`src/rtl/frs_pkg.sv`:
```
package frs_pkg;

   typedef enum logic [1:0] {
      SEQ_IDLE  = 2'd0,
      SEQ_DELAY = 2'd1,
      SEQ_RUN   = 2'd2
   } seq_state_t;

   localparam logic [1:0] MODE_SINGLE = 2'd0;
   localparam logic [1:0] MODE_PAIR   = 2'd1;
   localparam logic [1:0] MODE_SKIP   = 2'd2;

   // index of the last field walked for a given mode code
   function automatic logic [1:0] last_field(input logic [1:0] mode);
      case (mode)
         MODE_PAIR: last_field = 2'd1;
         MODE_SKIP: last_field = 2'd2;
         default:   last_field = 2'd0;
      endcase
   endfunction

   // whether a field index is written to memory in a given mode
   function automatic logic field_captured(input logic [1:0] mode, input logic [1:0] fld);
      field_captured = (mode == MODE_SKIP) ? (fld != 2'd0) : 1'b1;
   endfunction

endpackage

```
`src/rtl/frs_trig_sync.sv`:
```
module frs_trig_sync #(
   parameter int STAGES      = 2,
   parameter bit TRIG_RISING = 1'b1
) (
   input  logic clk,
   input  logic rst_n,
   input  logic async_in,
   output logic edge_seen
);

   if (STAGES < 2) begin : g_bad_stages
      $error("frs_trig_sync: STAGES must be at least 2");
   end

   logic [STAGES:0] sh_q;

   always_ff @(posedge clk or negedge rst_n) begin
      if (!rst_n) sh_q <= '0;
      else        sh_q <= {sh_q[STAGES-1:0], async_in};
   end

   if (TRIG_RISING) begin : g_rise
      assign edge_seen = sh_q[STAGES-1] & ~sh_q[STAGES];
   end else begin : g_fall
      assign edge_seen = ~sh_q[STAGES-1] & sh_q[STAGES];
   end

endmodule

```
`src/rtl/frs_pulse_gen.sv`:
```
module frs_pulse_gen #(
   parameter int LW = 8
) (
   input  logic          clk,
   input  logic          rst_n,
   input  logic          start,
   input  logic          line_tick,
   input  logic [LW-1:0] width,
   input  logic          active_high,
   output logic          active,
   output logic          pin
);

   if (LW < 2) begin : g_bad_lw
      $error("frs_pulse_gen: LW must be at least 2");
   end

   logic [LW-1:0] left_q;
   logic          act_q;

   always_ff @(posedge clk or negedge rst_n) begin
      if (!rst_n) begin
         act_q  <= 1'b0;
         left_q <= '0;
      end else if (start) begin
         act_q  <= 1'b1;
         left_q <= width;
      end else if (act_q && line_tick) begin
         if (left_q <= {{(LW-1){1'b0}}, 1'b1}) act_q <= 1'b0;
         left_q <= left_q - 1'b1;
      end
   end

   assign active = act_q;
   assign pin    = active_high ? act_q : ~act_q;

   AST_PULSE_ENDS_ON_TICK: assert property (@(posedge clk) disable iff (!rst_n)
      (act_q && !line_tick && !start) |=> act_q);

endmodule

```
`src/rtl/frs_line_seq.sv`:
```
module frs_line_seq
   import frs_pkg::*;
#(
   parameter int LW = 8
) (
   input  logic          clk,
   input  logic          rst_n,
   input  logic          trig_edge,
   input  logic          arm,
   input  logic          line_tick,
   input  logic [1:0]    mode,
   input  logic [LW-1:0] froff,
   input  logic [LW-1:0] voff,
   input  logic [LW-1:0] active,
   input  logic [LW-1:0] strobe_line,
   input  logic [LW-1:0] field_lines,
   output logic          go,
   output logic          acq,
   output logic          strobe,
   output logic          busy,
   output logic          armed
);

   localparam int CW = LW + 1;

   seq_state_t    state_q;
   logic [LW-1:0] dly_q;
   logic [LW-1:0] line_q;
   logic [1:0]    fld_q;

   logic          line_last;
   logic          fld_last;
   logic [CW-1:0] win_end;

   assign go        = trig_edge && arm && (state_q == SEQ_IDLE);
   assign line_last = (line_q == field_lines - 1'b1);
   assign fld_last  = (fld_q == last_field(mode));
   assign win_end   = {1'b0, voff} + {1'b0, active};

   always_ff @(posedge clk or negedge rst_n) begin
      if (!rst_n) begin
         state_q <= SEQ_IDLE;
         dly_q   <= '0;
         line_q  <= '0;
         fld_q   <= '0;
      end else begin
         case (state_q)
            SEQ_IDLE: if (go) begin
               line_q <= '0;
               fld_q  <= '0;
               dly_q  <= froff;
               state_q <= (froff == '0) ? SEQ_RUN : SEQ_DELAY;
            end
            SEQ_DELAY: if (line_tick) begin
               if (dly_q <= {{(LW-1){1'b0}}, 1'b1}) state_q <= SEQ_RUN;
               dly_q <= dly_q - 1'b1;
            end
            SEQ_RUN: if (line_tick) begin
               if (line_last) begin
                  line_q <= '0;
                  if (fld_last) state_q <= SEQ_IDLE;
                  else          fld_q   <= fld_q + 1'b1;
               end else begin
                  line_q <= line_q + 1'b1;
               end
            end
            default: state_q <= SEQ_IDLE;
         endcase
      end
   end

   always_comb begin
      acq    = 1'b0;
      strobe = 1'b0;
      if (state_q == SEQ_RUN) begin
         acq    = field_captured(mode, fld_q) && (line_q >= voff)
                  && ({1'b0, line_q} < win_end);
         strobe = (fld_q == 2'd0) && (line_q == strobe_line);
      end
   end

   assign busy  = (state_q != SEQ_IDLE);
   assign armed = arm && (state_q == SEQ_IDLE);

   AST_GO_LEAVES_IDLE: assert property (@(posedge clk) disable iff (!rst_n)
      go |=> busy);
   AST_BUSY_ENDS_ON_TICK: assert property (@(posedge clk) disable iff (!rst_n)
      (busy && !line_tick) |=> busy);
   AST_LINE_IN_FIELD: assert property (@(posedge clk) disable iff (!rst_n)
      (state_q == SEQ_RUN) |-> (line_q < field_lines));
   AST_STROBE_ONE_LINE: assert property (@(posedge clk) disable iff (!rst_n)
      (strobe && line_tick) |=> !strobe);
   AST_IGNORE_BUSY_TRIG: assert property (@(posedge clk) disable iff (!rst_n)
      (busy && trig_edge) |-> !go);

endmodule

```
`src/rtl/frame_reset_sequencer.sv`:
```
module frame_reset_sequencer #(
   parameter int LW          = 8,
   parameter int SYNC_STAGES = 2,
   parameter bit TRIG_RISING = 1'b1
) (
   input  logic          clk,
   input  logic          rst_n,
   input  logic          trig_in,
   input  logic          line_tick,
   input  logic          cfg_arm,
   input  logic [1:0]    cfg_mode,
   input  logic          cfg_wide_pulse,
   input  logic          cfg_pulse_pol,
   input  logic [LW-1:0] cfg_froff,
   input  logic [LW-1:0] cfg_voff,
   input  logic [LW-1:0] cfg_active,
   input  logic [LW-1:0] cfg_strobe_line,
   input  logic [LW-1:0] cfg_field_lines,
   output logic          frst_out,
   output logic          vs_reset,
   output logic          strobe_out,
   output logic          acq_en,
   output logic          st_armed,
   output logic          st_busy
);

   localparam logic [LW-1:0] ONE_LINE = {{(LW-1){1'b0}}, 1'b1};

   logic          trig_edge;
   logic          go;
   logic          pulse_act;
   logic [LW-1:0] pulse_len;

   assign pulse_len = (cfg_wide_pulse && cfg_froff != '0) ? cfg_froff : ONE_LINE;

   frs_trig_sync #(.STAGES(SYNC_STAGES), .TRIG_RISING(TRIG_RISING)) u_sync (
      .clk       (clk),
      .rst_n     (rst_n),
      .async_in  (trig_in),
      .edge_seen (trig_edge)
   );

   frs_line_seq #(.LW(LW)) u_seq (
      .clk         (clk),
      .rst_n       (rst_n),
      .trig_edge   (trig_edge),
      .arm         (cfg_arm),
      .line_tick   (line_tick),
      .mode        (cfg_mode),
      .froff       (cfg_froff),
      .voff        (cfg_voff),
      .active      (cfg_active),
      .strobe_line (cfg_strobe_line),
      .field_lines (cfg_field_lines),
      .go          (go),
      .acq         (acq_en),
      .strobe      (strobe_out),
      .busy        (st_busy),
      .armed       (st_armed)
   );

   frs_pulse_gen #(.LW(LW)) u_pulse (
      .clk         (clk),
      .rst_n       (rst_n),
      .start       (go),
      .line_tick   (line_tick),
      .width       (pulse_len),
      .active_high (cfg_pulse_pol),
      .active      (pulse_act),
      .pin         (frst_out)
   );

   assign vs_reset = pulse_act;

   AST_START_WITH_PULSE: assert property (@(posedge clk) disable iff (!rst_n)
      $rose(st_busy) |-> pulse_act);
   AST_PULSE_ONLY_BUSY: assert property (@(posedge clk) disable iff (!rst_n)
      pulse_act |-> st_busy);
   AST_IDLE_QUIET: assert property (@(posedge clk) disable iff (!rst_n)
      !st_busy |-> (!acq_en && !strobe_out));

endmodule

```
`config.mk`:
```
export PLATFORM = sky130hd
export DESIGN_NAME = frame_reset_sequencer
export DESIGN_NICKNAME = d
export VERILOG_FILES = /design/src/rtl/frs_pkg.sv /design/src/rtl/frs_trig_sync.sv /design/src/rtl/frs_pulse_gen.sv /design/src/rtl/frs_line_seq.sv /design/src/rtl/frame_reset_sequencer.sv
export SDC_FILE = /design/constraint.sdc
export NUM_CORES = 1
export LEC_CHECK = 0
export BUFFER_PORTS_ARGS = -buffer_cell sky130_fd_sc_hd__buf_2
export CAP_MARGIN = 0
export CORE_MARGIN = 1
export CORE_UTILIZATION = 56
export CTS_CLUSTER_SIZE = 16
export DETAILED_ROUTE_END_ITERATION = 10
export PLACE_DENSITY = 0.81
export SYNTH_ARGS = -nofsm -noshare
export SYNTH_HDL_FRONTEND = slang
export SYNTH_SLANG_ARGS = --single-unit
```
`constraint.sdc`:
```
create_clock -name clk -period 2.9 [get_ports clk]
set_input_delay 0.29 -clock clk [delete_from_list [all_inputs] [get_ports clk]]
set_output_delay 0.29 -clock clk [all_outputs]
set_load 0.05 [all_outputs]
```
==> metrics.txt <==
Residual DRC=0; pin count of the biggest net entering global routing=33; CTS Hold Buffers Added=0; CP Buf/Inv Count=3; initial antenna violation count=0; CP Capture Type=primary output; maxcap violations=0; FILL cells=388; H-tree depth=2; final hold violation count=0; vias in the first global route=2793; Yosys top cell area share=28.0%; Core Rows=25; violated checks=setup timing; Synth area leader=dfrtp_1; crit path DAT=2.67 ns; min Tclk post-route=2.96 ns; router iterations before antenna repair=4; Post-synth EDFFs=0; Distinct cells, synth=49; clock transition at the registers of the reported paths=0.07 ns; fin worst setup slack=-0.0577 ns; total power after layout=2.10 mW; layout overhead on the synthesized area=20.2%; crit-path cells=buf_8 -> ha_4 -> inv_2 -> fa_2 -> nor2b_1 -> o21a_1 -> o21ai_2 -> nand2b_1 -> a21oi_2 -> xor2_1 -> ha_1 -> a21o_1 -> a31o_1 -> a221oi_4 -> buf_6; IO Port Bufs=54; nets=485; Net Count, Synth=424; RSZ-0062 raised after global routing=yes; leakage=1.60 nW; io pins=55; Slew HR=51.4%; Netlist Area Pre-Place=2860 sq um; DP Cell Count=464; clk root buf=clkbuf_8; CP max FO=2; ant diodes=0; commonest non-fill, non-tap cells in the layout=buf_2 (51), dfrtp_1 (32), inv_1 (29), ha_1 (29), nand3_1 (23); Post-DRT Antenna Nets=0; skew final=0.00614 ns; final period utilization=102%; Mean Syn Cell Area=8.31 sq um; detailed placement HPWL=5220 microns; VDD IR max=0.000488 V; HP Class=in -> async; TritonCTS clock tree=done; Non-Filler Instances=473; critical path's slowest cell=ha_1; Async SR Flop Fraction=100%; CTS Buf Count=5; synth warn=0; most common cell after layout, fill and taps aside=buf_2; Top FF cell, synth=dfrtp_1; clk sinks=32; CP startpoint kind=input pin; Final GP Congestion=0.858; Initial Util=59.4%; Clock Path Buffers=2; WP data required=2.61 ns; grt ovf=0; DRT iter0 DRCs=131; #FFs+latches synth=32; power density over the cells=611 nW/um^2; Max Fclk=338 MHz; critical path class=in -> out; vias per cell=5.75; die span in y=73.5 microns; fin. max-slew vios=0; clock latency on the worst-skew pair=0.28 ns; first-pass GRT wire length=11500 microns; routed vias=2720; DIE AREA=5390 sq um; final setup fails=1; routed len/inst=14.2 microns; Seq/Total Area, Yosys=28.0%; synthesized instance count=344; synth top area cells=dfrtp_1 (28%), ha_1 (13%), xnor2_1 (6.4%); pre-CTS setup slack=-0.273 ns; status=complete, but fails checks; layout cells sized above 1=21.7%; GRT Total Usage=27.3%; Post-Route WL=6730 microns; die width=73.5 microns; Crit path max-delay family=compound AO/OA/AOI/OAI gates; slowest stage delay, CP=0.28 ns; Core Region=4820 sq um; Worst Tran Pin Value=0.729 ns
[path summary, 6_finish.rpt]
kind	startpoint	to	slack, ns	cells after the start
worst min register to register	u_sync.sh_q[0]$_DFF_PN0_	u_sync.sh_q[1]$_DFF_PN0_	0.35	0
worst max register to register	u_seq.line_q[5]$_DFFE_PN0P_	u_seq.fld_q[0]$_DFFE_PN0P_	0.54	6
min in group clk	trig_in	u_sync.sh_q[0]$_DFF_PN0_	0.11	1
worst max-delay path	cfg_active[0]	acq_en	-0.06	15
worst min-delay path	rst_n	u_seq.line_q[4]$_DFFE_PN0P_	0.06	1
max in group asynchronous	rst_n	u_seq.line_q[1]$_DFFE_PN0P_	2.37	1
[registers in the layout, summed over array words and instances, names as in the netlist]
register	count
u_seq.line_q	8
u_seq.state_q	2
u_seq.fld_q	2
u_pulse.active	1
u_sync.sh_q	3
u_seq.dly_q	8
u_pulse.left_q	8
[cell type report]
type	instances	area, sq um	share of cell area, %
Inverter	31	116	3.39
Clock inverter	1	30.0	0.874
Multi-Input combinational cell	268	1910	55.7
Clock buffer	7	96.3	2.80
Tap cell	67	83.8	2.44
Timing Repair Buffer	67	394	11.5
Sequential cell	32	801	23.3
[cells by family (layout without fill, tap and decap cells)]
family	after synthesis	count (layout)	share of synthesized area, %
AOI/OAI and AO/OA	84	84	19.1
DFF	32	32	28.0
xor gates and xnor gates	33	33	10.1
adders and majority gates	31	31	13.8
muxes	3	3	1.05
buffers and inverters	44	106	6.52
and+or+nand+nor	117	117	21.4
[worst reg2reg max path, delay by kind of cell, from the launching register on]
family	cells	cell delay, ns
flip-flops	1	0.57
AO/OA/AOI/OAI	1	0.39
XOR/XNOR	1	0.24
AND/OR/NAND/NOR	4	1.10
[report_power, final]
group          internal [mW]  leakage, nW  switching, mW  total (mW)
Clock                  0.303       0.0645          0.169       0.472
Sequential             0.576        0.400          0.149       0.726
Combinational          0.367         1.13          0.534       0.901
Total                   1.25         1.60          0.852        2.10
[through the flow]
step | hold slack, ns | TNS (ns) | cell area, sq um | utilization, %
2_1_floorplan | -0.00559 | 0 | 2880 | -
3_3_place_gp | 0.333 | -0.147 | 3250 | 67.5
3_5_place_dp | 0.338 | -0.273 | 3250 | 67.5
4_1_cts | 0.0847 | -0.0920 | 3420 | 71.0
5_1_grt | 0.0995 | -0.178 | 3440 | 71.3
6_report | 0.0602 | -0.0577 | 3440 | 71.3
[Yosys cell counts, drive strengths merged, types with 5 or more instances]
library cell and n:
nor2b 5, a31oi 6, nand3 23, clkbuf 8
a21o 9, a21oi 19, nor2 21, ha 30
dfrtp 32, inv 31, buf 5, o21ai 24
xnor2 21, nor4 6, nand2b 7, or3 6
nand4 9, nand2 16, nor3 13, xor2 12
[per-layer routing]
metal	vias to the layer above	track usage (%)	part of all wire [%]
li1	1360	-	-
met5	-	0	0
met1	1265	29.6	41
met2	82	52.8	53
met4	0	8.97	1.7
met3	13	4.80	4.7
[timing repair]
action | 4_1_cts | 5_1_grt
gates resized for setup | 10 | 4
gates cloned | 0 | 0
buffers inserted | 0 | 1
pin swaps | 7 | 5
endpoints found under the setup margin | 1 | 1
Power figures use the tool's default switching activity.
